**src/rtl/cfo_pkg.sv**
```systemverilog
package cfo_pkg;

    // Output gating phases
    typedef enum logic [1:0] {
        GS_RUN   = 2'd0,   // passing the current source
        GS_DRAIN = 2'd1,   // waiting for the old source to go low
        GS_WAIT  = 2'd2    // output parked low until new source falls
    } gate_state_t;

    // Per-reference monitor result in the system domain
    typedef struct packed {
        logic lvl;    // synchronised level
        logic fall;   // falling edge seen this cycle
        logic fault;  // no edge for the limit window
    } mon_t;

    function automatic logic pick(input logic [1:0] v, input logic idx);
        return idx ? v[1] : v[0];
    endfunction

endpackage

```
**src/rtl/cfo_edge_mon.sv**
```systemverilog
module cfo_edge_mon
    import cfo_pkg::*;
#(
    parameter int PERIOD_CYC = 10,
    parameter int MARGIN_CYC = 4
) (
    input  logic clk,
    input  logic rst,
    input  logic ref_in,
    output mon_t mon
);
    localparam int LIMIT = PERIOD_CYC + MARGIN_CYC;
    localparam int CW    = $clog2(LIMIT + 1);
    localparam logic [CW-1:0] LIM_V = CW'(LIMIT);

    // [0],[1] synchroniser, [2] previous synchronised level
    logic [2:0]    sh;
    logic [CW-1:0] cnt;

    always_ff @(posedge clk) begin
        if (rst) begin
            sh  <= '0;
            cnt <= '0;
        end else begin
            sh <= {sh[1:0], ref_in};
            if (sh[1] != sh[2])
                cnt <= '0;
            else if (cnt != LIM_V)
                cnt <= cnt + 1'b1;
        end
    end

    assign mon = '{lvl: sh[1], fall: sh[2] & ~sh[1], fault: (cnt == LIM_V)};

endmodule

```
**src/rtl/cfo_select.sv**
```systemverilog
module cfo_select
    import cfo_pkg::*;
(
    input  logic       clk,
    input  logic       rst,
    input  logic       prim_sel,
    input  logic       man_ovr,
    input  logic       alarm_clr,
    input  logic [1:0] fault,
    output logic       cur_sel,
    output logic [1:0] bad
);
    logic       prim_q;
    logic       sel_nx;
    logic [1:0] bad_nx;

    always_comb begin
        // a live fault wins over a clear in the same cycle
        bad_nx = fault | (bad & {2{~alarm_clr}});
        sel_nx = cur_sel;
        if (man_ovr)
            sel_nx = prim_sel;
        else if (pick(bad, cur_sel) && !pick(bad, ~cur_sel))
            sel_nx = ~cur_sel;
        else if ((prim_sel != prim_q) && !pick(bad, prim_sel))
            sel_nx = prim_sel;
    end

    always_ff @(posedge clk) begin
        if (rst) begin
            prim_q  <= prim_sel;
            cur_sel <= prim_sel;
            bad     <= '0;
        end else begin
            prim_q  <= prim_sel;
            cur_sel <= sel_nx;
            bad     <= bad_nx;
        end
    end

endmodule

```
**src/rtl/cfo_gate.sv**
```systemverilog
module cfo_gate
    import cfo_pkg::*;
(
    input  logic       clk,
    input  logic       rst,
    input  logic       sel,
    input  logic [1:0] lvl,
    input  logic [1:0] fall,
    input  logic [1:0] bad,
    output logic       clk_out,
    output logic       src
);
    gate_state_t st, st_nx;
    logic        src_nx;
    logic        out_nx;

    always_comb begin
        st_nx  = st;
        src_nx = src;
        out_nx = 1'b0;
        unique case (st)
            GS_RUN: begin
                out_nx = pick(lvl, src);
                if (sel != src)
                    st_nx = GS_DRAIN;
            end
            GS_DRAIN: begin
                if (sel == src) begin
                    st_nx  = GS_RUN;
                    out_nx = pick(lvl, src);
                end else if (!pick(lvl, src) || pick(bad, src)) begin
                    st_nx  = GS_WAIT;
                    src_nx = sel;
                end else begin
                    out_nx = pick(lvl, src);
                end
            end
            GS_WAIT: begin
                if (sel != src)
                    src_nx = sel;
                else if (pick(fall, src))
                    st_nx = GS_RUN;
            end
            default: st_nx = GS_WAIT;
        endcase
    end

    always_ff @(posedge clk) begin
        if (rst) begin
            st      <= GS_RUN;
            src     <= sel;
            clk_out <= 1'b0;
        end else begin
            st      <= st_nx;
            src     <= src_nx;
            clk_out <= out_nx;
        end
    end

endmodule

```
**src/rtl/clk_failover.sv**
```systemverilog
module clk_failover
    import cfo_pkg::*;
#(
    parameter int PERIOD_CYC = 10,
    parameter int MARGIN_CYC = 4
) (
    input  logic clk,
    input  logic rst,
    input  logic ref_a,
    input  logic ref_b,
    input  logic prim_sel,
    input  logic man_ovr,
    input  logic alarm_clr,
    output logic cur_sel,
    output logic bad_a,
    output logic bad_b,
    output logic both_bad,
    output logic clk_out
);
    localparam int N_REF = 2;

    logic [N_REF-1:0] refs;
    logic [N_REF-1:0] lvl, fall, fault, bad;
    logic             drv_src;
    mon_t             mons [N_REF];

    assign refs = {ref_b, ref_a};

    for (genvar gi = 0; gi < N_REF; gi++) begin : g_mon
        cfo_edge_mon #(
            .PERIOD_CYC(PERIOD_CYC),
            .MARGIN_CYC(MARGIN_CYC)
        ) u_mon (
            .clk   (clk),
            .rst   (rst),
            .ref_in(refs[gi]),
            .mon   (mons[gi])
        );
    end

    always_comb begin
        for (int i = 0; i < N_REF; i++) begin
            lvl[i]   = mons[i].lvl;
            fall[i]  = mons[i].fall;
            fault[i] = mons[i].fault;
        end
    end

    cfo_select u_sel (
        .clk      (clk),
        .rst      (rst),
        .prim_sel (prim_sel),
        .man_ovr  (man_ovr),
        .alarm_clr(alarm_clr),
        .fault    (fault),
        .cur_sel  (cur_sel),
        .bad      (bad)
    );

    cfo_gate u_gate (
        .clk    (clk),
        .rst    (rst),
        .sel    (cur_sel),
        .lvl    (lvl),
        .fall   (fall),
        .bad    (bad),
        .clk_out(clk_out),
        .src    (drv_src)
    );

    assign bad_a    = bad[0];
    assign bad_b    = bad[1];
    assign both_bad = &bad;

endmodule

```
**config.mk**
```make
export PLATFORM = sky130hd
export DESIGN_NAME = clk_failover
export DESIGN_NICKNAME = d
export VERILOG_FILES = /design/src/rtl/cfo_pkg.sv /design/src/rtl/cfo_edge_mon.sv /design/src/rtl/cfo_select.sv /design/src/rtl/cfo_gate.sv /design/src/rtl/clk_failover.sv
export SDC_FILE = /design/constraint.sdc
export NUM_CORES = 1
export LEC_CHECK = 0
export BUFFER_PORTS_ARGS = -buffer_cell sky130_fd_sc_hd__buf_4
export CAP_MARGIN = 5
export CORE_MARGIN = 1
export CORE_UTILIZATION = 49
export CTS_CLUSTER_DIAMETER = 50
export DETAILED_ROUTE_END_ITERATION = 16
export PLACE_DENSITY_LB_ADDON = 0.1
export SLEW_MARGIN = 20
export SYNTH_ARGS = -nofsm -noshare
export SYNTH_HDL_FRONTEND = slang
export SYNTH_SLANG_ARGS = --single-unit
```
**constraint.sdc**
```tcl
create_clock -name clk -period 1.4 [get_ports clk]
set_input_delay 0 -clock clk [delete_from_list [all_inputs] [get_ports clk]]
set_output_delay 0 -clock clk [all_outputs]
set_load 0.01 [all_outputs]
```
Word level (Yosys, flattened, before mapping) --
Cells that the tools add are included. Widths: inputs -> output; s select.
Storage, ports and cells: flip-flop bits (word level) 22, output and inout port bits 5, word-level logic and storage cells 76
Cells by class: add/subtract/negate cells 2, equal/unequal tests 18, multiplexer cells 24, bitwise logic cells 8, reductions and logical operators 14
Operators with widths (number):
- $mux 1 | 16
- $mux 2 | 5
- $add 4x1->4 const B | 2
- $eq 4x4->1 const B | 2
- $ne 4x4->1 const B | 2
- $reduce_and 4->1 | 2
- $ne 3x2->1 const B | 2
- $pmux 2 s3 | 1
- $ne 1x1->1 | 4
- $ne 2x1->1 const B | 2
- $not 1->1 | 4
- $pmux 1 s2 | 2
- $reduce_bool 4->1 | 1
- $reduce_or 2->1 | 2
- $logic_not 1->1 | 3
- $ne 3x1->1 const B | 1
- $ne 3x3->1 const B | 1
- $reduce_bool 3->1 | 1
- $and 1x1->1 | 2
- $and 2x2->2 | 1
- $eq 2x1->1 const B | 1
- $eq 2x2->1 const B | 1
- $logic_and 1x1->1 | 2
- $logic_not 2->1 | 1
- other kinds (5) | 5

Depth between registers and ports, before layout --
depth in word-level cells 7, depth in mapped cells 5, gate-level depth less buffers 5

Cells and area by module --
A second synthesis with hierarchy kept.
Unflattened totals: cells, all modules 104, area total of the unflattened synthesis 1086.0 µm²
Modules (own cells, without submodules):
- cfo_edge_mon | instances 2, cells an instance 30, area each 317.8 µm²
- cfo_gate | instances 1, cells an instance 24, area each 271.5 µm²
- cfo_select | instances 1, cells an instance 19, area each 172.7 µm²
- clk_failover | instances 1, cells an instance 1, area each 6.3 µm²

Worst setup path after synthesis --
Ideal clock, no wire load.
path kind reg-to-reg, start register u_sel.cur_sel, end register u_gate.src (enable), library setup time 0.320 ns, arrival time 0.999 ns, data required time 1.080 ns, setup slack 0.081 ns, stages on the path, launching flop included 4, clock period less this slack 1.319 ns, path through edfxtp_1 > nor2b_1 > a22oi_2 > o31ai_1
Between the ends: word-level cells in the longest chain between the ends 3, elaborated cells on any way between the ends 5, those cells by class eq/ne: 4; reduce/logical: 1
RTL lines:
- from (decl) | line cfo_select.sv:10 | output logic cur_sel,
- from (signal assigned) | line cfo_select.sv:32 | cur_sel <= prim_sel;
- from (signal assigned) | line cfo_select.sv:36 | cur_sel <= sel_nx;
- $ne 1x1->1 / $eq 1x1->1 (equally long branches) | line cfo_gate.sv:39, cfo_gate.sv:28
- $ne 3x2->1 (no line) / $ne 3x3->1 (equally long branches)
- $reduce_and 4->1 (no line) *
- to (signal assigned) | line cfo_gate.sv:51 | src <= sel;
- to (signal assigned) | line cfo_gate.sv:55 | src <= src_nx;
- to (decl) | line cfo_gate.sv:11 | output logic src
Mark *: on every way between the ends. The rest lies on a longest branch, timed or not. A chain may end at the register's enable or synchronous reset.

Worst setup path after layout --
start register u_sel.cur_sel, end register u_sel.cur_sel (enable)
Between the ends: word-level cells in the longest chain between the ends 4, elaborated cells on any way between the ends 5, those cells by class mux: 2; reduce/logical: 3
RTL lines:
- $mux 1 | line cfo_pkg.sv:18 | return idx ? v[1] : v[0];
- $logic_not 1->1 | line cfo_select.sv:23 | else if (pick(bad, cur_sel) && !pick(bad, ~cur_sel))
- $logic_and 1x1->1 * | line cfo_select.sv:23
- $reduce_bool 4->1 (no line) *
Marked as above.

==> reports/summary.txt <==
==========================================================================
Number of max-capacitance violations reported                            0
TritonCTS buffer count                                                   3
DRC marker count from the first detailed-route iteration                16
DR vias                                                                823
Worst setup path start                                        u_sel.cur_sel
Cell at the root of the clock tree                                clkbuf_4
Ports placed on the boundary                                            12
Floorplan die area                                              2230 sq um
Startpoint of the lowest-slack register-to-register path      u_sel.cur_sel
Post-layout nets                                                       144
Wire length of the first global-routing pass                       3.19 mm
Worst R2R End                                                 u_sel.cur_sel
Gr ovfl total                                                            0
Fraction of layout instances using a drive strength above 1          22.5%
Yosys synthesis warning count                                            0
TritonCTS clock tree                                                 built
Worst min path class                                          input pin to flip-flop
Pin count of the biggest net entering global routing                    17
R2r setup slk                                                        30 ps
Setup TNS                                                             0 ps
Register share of total power                                        59.1%
Maximum clock path buffer count                                          2
Core area                                                       1820 sq um
Final count of pins violating max slew                                   0
Buffers added on ports                                                  11
Area of the mapped netlist                                      1000 sq um
Hold Slack                                                         30.8 ps
Starting Density                                                     55.1%
Crit path setup slack, layout                                      31.6 ps
Flops & latches, synth                                                  22
Final setup vio count                                                    0
CP Launch Type                                                   flip-flop
Yosys top cell area share                                            40.0%
Skew-Pair Late Insertion Delay                                      310 ps
PwrDens                                                        942 nW/um^2
Number of sinks handled by clock tree synthesis                         22
Proportion of synthesized chip area in sequential cells              45.9%
Cells after synthesis                                                  102
Number of distinct library cells after synthesis                        32
Slew of the pin with the lowest slew margin                         330 ps
Max FO, Critical Path                                                    6
Clock network power share                                            24.2%
GRT Overall Usage                                                    21.4%
Worst IR Drop VDD                                                   631 uV
Syn Area/Cell                                                   9.83 sq um
Logic pwr share                                                      16.7%
Avg WL per Cell                                               13.5 microns
Critical path destination                                     u_sel.cur_sel
Crit. End Element                                                flip-flop
Final routed wirelength across all metal layers                    2.08 mm
CTS H-Tree Depth                                                         1
Normalized max-slew margin                                           77.7%
Cell-internal power                                             0.000882 W
Synthesized Nets                                                       115
DR pass1 iterations                                                      4
Cell depth of the worst hold path                                        3
Setup Skew                                                         8.51 ps
Period Utilization, post-route                                       97.7%
Synth-to-Final Area Change                                           26.6%
Antenna diode instance count                                             0
Antenna violations before repair                                         0
Switching power as a share of total power                            26.2%
Net switching power figure                                      0.000313 W
Die Span X                                                    47.2 microns
Upper clock frequency limit                                      0.731 GHz
Site row count                                                          15
Final antenna-violating net count                                        0
Post-detail-place hpwl                                             1.36 mm
Status                                                           completed
Shortest period the worst path allows                              1370 ps
Arr. time, crit path                                               1380 ps
Post-detailed-placement cell area                               1120 sq um
Post-route cell area                                            1270 sq um
Post-place setup slack                                            -30.3 ps
Worst Path Class, Setup                                       flip-flop to flip-flop
Die Ht                                                        47.2 microns
Clock Pin Slew Worst Setup and Hold Paths                           110 ps
Via count of the first global-routing pass                             758
Static power due to leakage                                       0.529 nW
Endpoint required time on the critical path                        1410 ps
Final routed DRC violation total                                         0
Final number of hold-violating endpoints                                 0
Largest area contributor in the synthesized netlist                dfxtp_1
Leading post-synthesis cells by cell area                     dfxtp_1 40%, ha_1 7.5%, edfxtp_1 6.0%, inv_1 3.7%, nand2b_1 3.7%
Final RePlAce weighted congestion                                    0.793
Worst r2r path cells                                                     5
Routed vias/inst                                                      5.34
==========================================================================
## worst min-delay path by stage
stage,start,endpoint,slack [ps]
6_report,man_ovr,u_sel.cur_sel,30
4_1_cts,man_ovr,u_sel.cur_sel,20
3_3_place_gp,prim_sel,u_sel.prim_q,120
3_5_place_dp,prim_sel,u_sel.prim_q,120
5_1_grt,man_ovr,u_sel.cur_sel,20
2_1_floorplan,prim_sel,u_sel.prim_q,30
## routing by layer
metal | vias to the layer above | track usage [%] | part of all wire (%)
li1 | 412 | - | -
met1 | 382 | 23.8 | 41
met2 | 22 | 37.5 | 54
met3 | 7 | 3.08 | 2.8
met4 | 0 | 14.3 | 2.3
met5 | - | 0 | 0
## state kept, by name, summed over array words and instances, names as in the netlist
name	count
g_mon.u_mon.cnt	8
g_mon.u_mon.sh	6
u_gate.clk_out	1
u_gate.src	1
u_gate.st	2
u_sel.bad	2
u_sel.cur_sel	1
u_sel.prim_q	1
## placed cells by master (no fill, tap or decap), drive strengths merged, types with 4 or more instances in the layout
| master | netlist | routed |
|---|---|---|
| nand3 | 5 | 5 |
| a21oi | 4 | 4 |
| buf | 1 | 19 |
| nand2b | 6 | 6 |
| dfxtp | 20 | 20 |
| ha | 6 | 6 |
| dlygate4sd3 | 0 | 7 |
| nor2 | 10 | 10 |
| inv | 10 | 10 |
| nor2b | 6 | 6 |
## layout make-up
| cell class | count | area (sq um) |
|---|---|---|
| inverter | 10 | 37.5 |
| clock buffer | 3 | 22.5 |
| fill | 154 | 552 |
| multi-input combinational | 68 | 497 |
| timing repair buffer | 26 | 220 |
| sequential | 22 | 460 |
| tap | 25 | 31.3 |
## worst max-delay path: stages (launching register included)
cell and delay, ps:
edfxtp_1 520, buf_6 170, buf_6 110, inv_2 40, a2bb2oi_1 50, o221ai_1 180
## what timing repair did
item                                    4_1_cts  5_1_grt
pin swaps                                     0        1
endpoints found under the setup margin        1        1
setup buffers                                 2        3
hold buffers                                  7        0
resized for setup                             0        5
endpoints found under the hold margin        10        0
## synth_stat cells, drive strengths merged
master and instances:
dfxtp 20, inv 10, nor2 10, ha 6, nand2b 6, nor2b 6, nand3 5, a21oi 4
a211oi 3, a31oi 3, o21ai 3, xnor2 3, a221oi 2, a22oi 2, edfxtp 2, nor3 2
nor4b 2, a22o 1, a2bb2oi 1, and2 1, buf 1, clkbuf 1, mux2i 1, nand2 1
nor3b 1, o211a 1, o221ai 1, o311ai 1, o31ai 1, xor2 1
## per-stage QoR
step | power (W) | utilization [%] | instances
finish | 0.00119 | 69.7 | 154
global route | 0.00125 | 69.7 | 154
CTS | 0.00118 | 67.6 | 151
detailed placement | 0.000873 | 61.7 | 139
global placement | 0.000864 | 61.7 | 139
floorplan | 0.000822 | - | 102
## kinds of logic (layout without fill, tap and decap cells)
group                      after synthesis  in the layout  share of synthesized area [%]
AOI/OAI and AO/OA                       23             23                           17.9
xor gates and xnor gates                 4              4                           3.50
DFF                                     22             22                           45.9
muxes                                    1              1                          0.999
adders and majority gates                6              6                           7.49
buffers and inverters                   12             39                           5.24
and+or+nand+nor                         34             34                           19.0
## power groups by stage
stage	clock network, W	logic (W)	registers [W]
5_1_grt	0.000318	0.000219	0.000711
2_1_floorplan	0	0.000106	0.000717
6_report	0.000290	0.000199	0.000706
3_5_place_dp	0	0.000149	0.000724
4_1_cts	0.000298	0.000175	0.000706
3_3_place_gp	0	0.000143	0.000721
(Power assumes the default switching activity.)
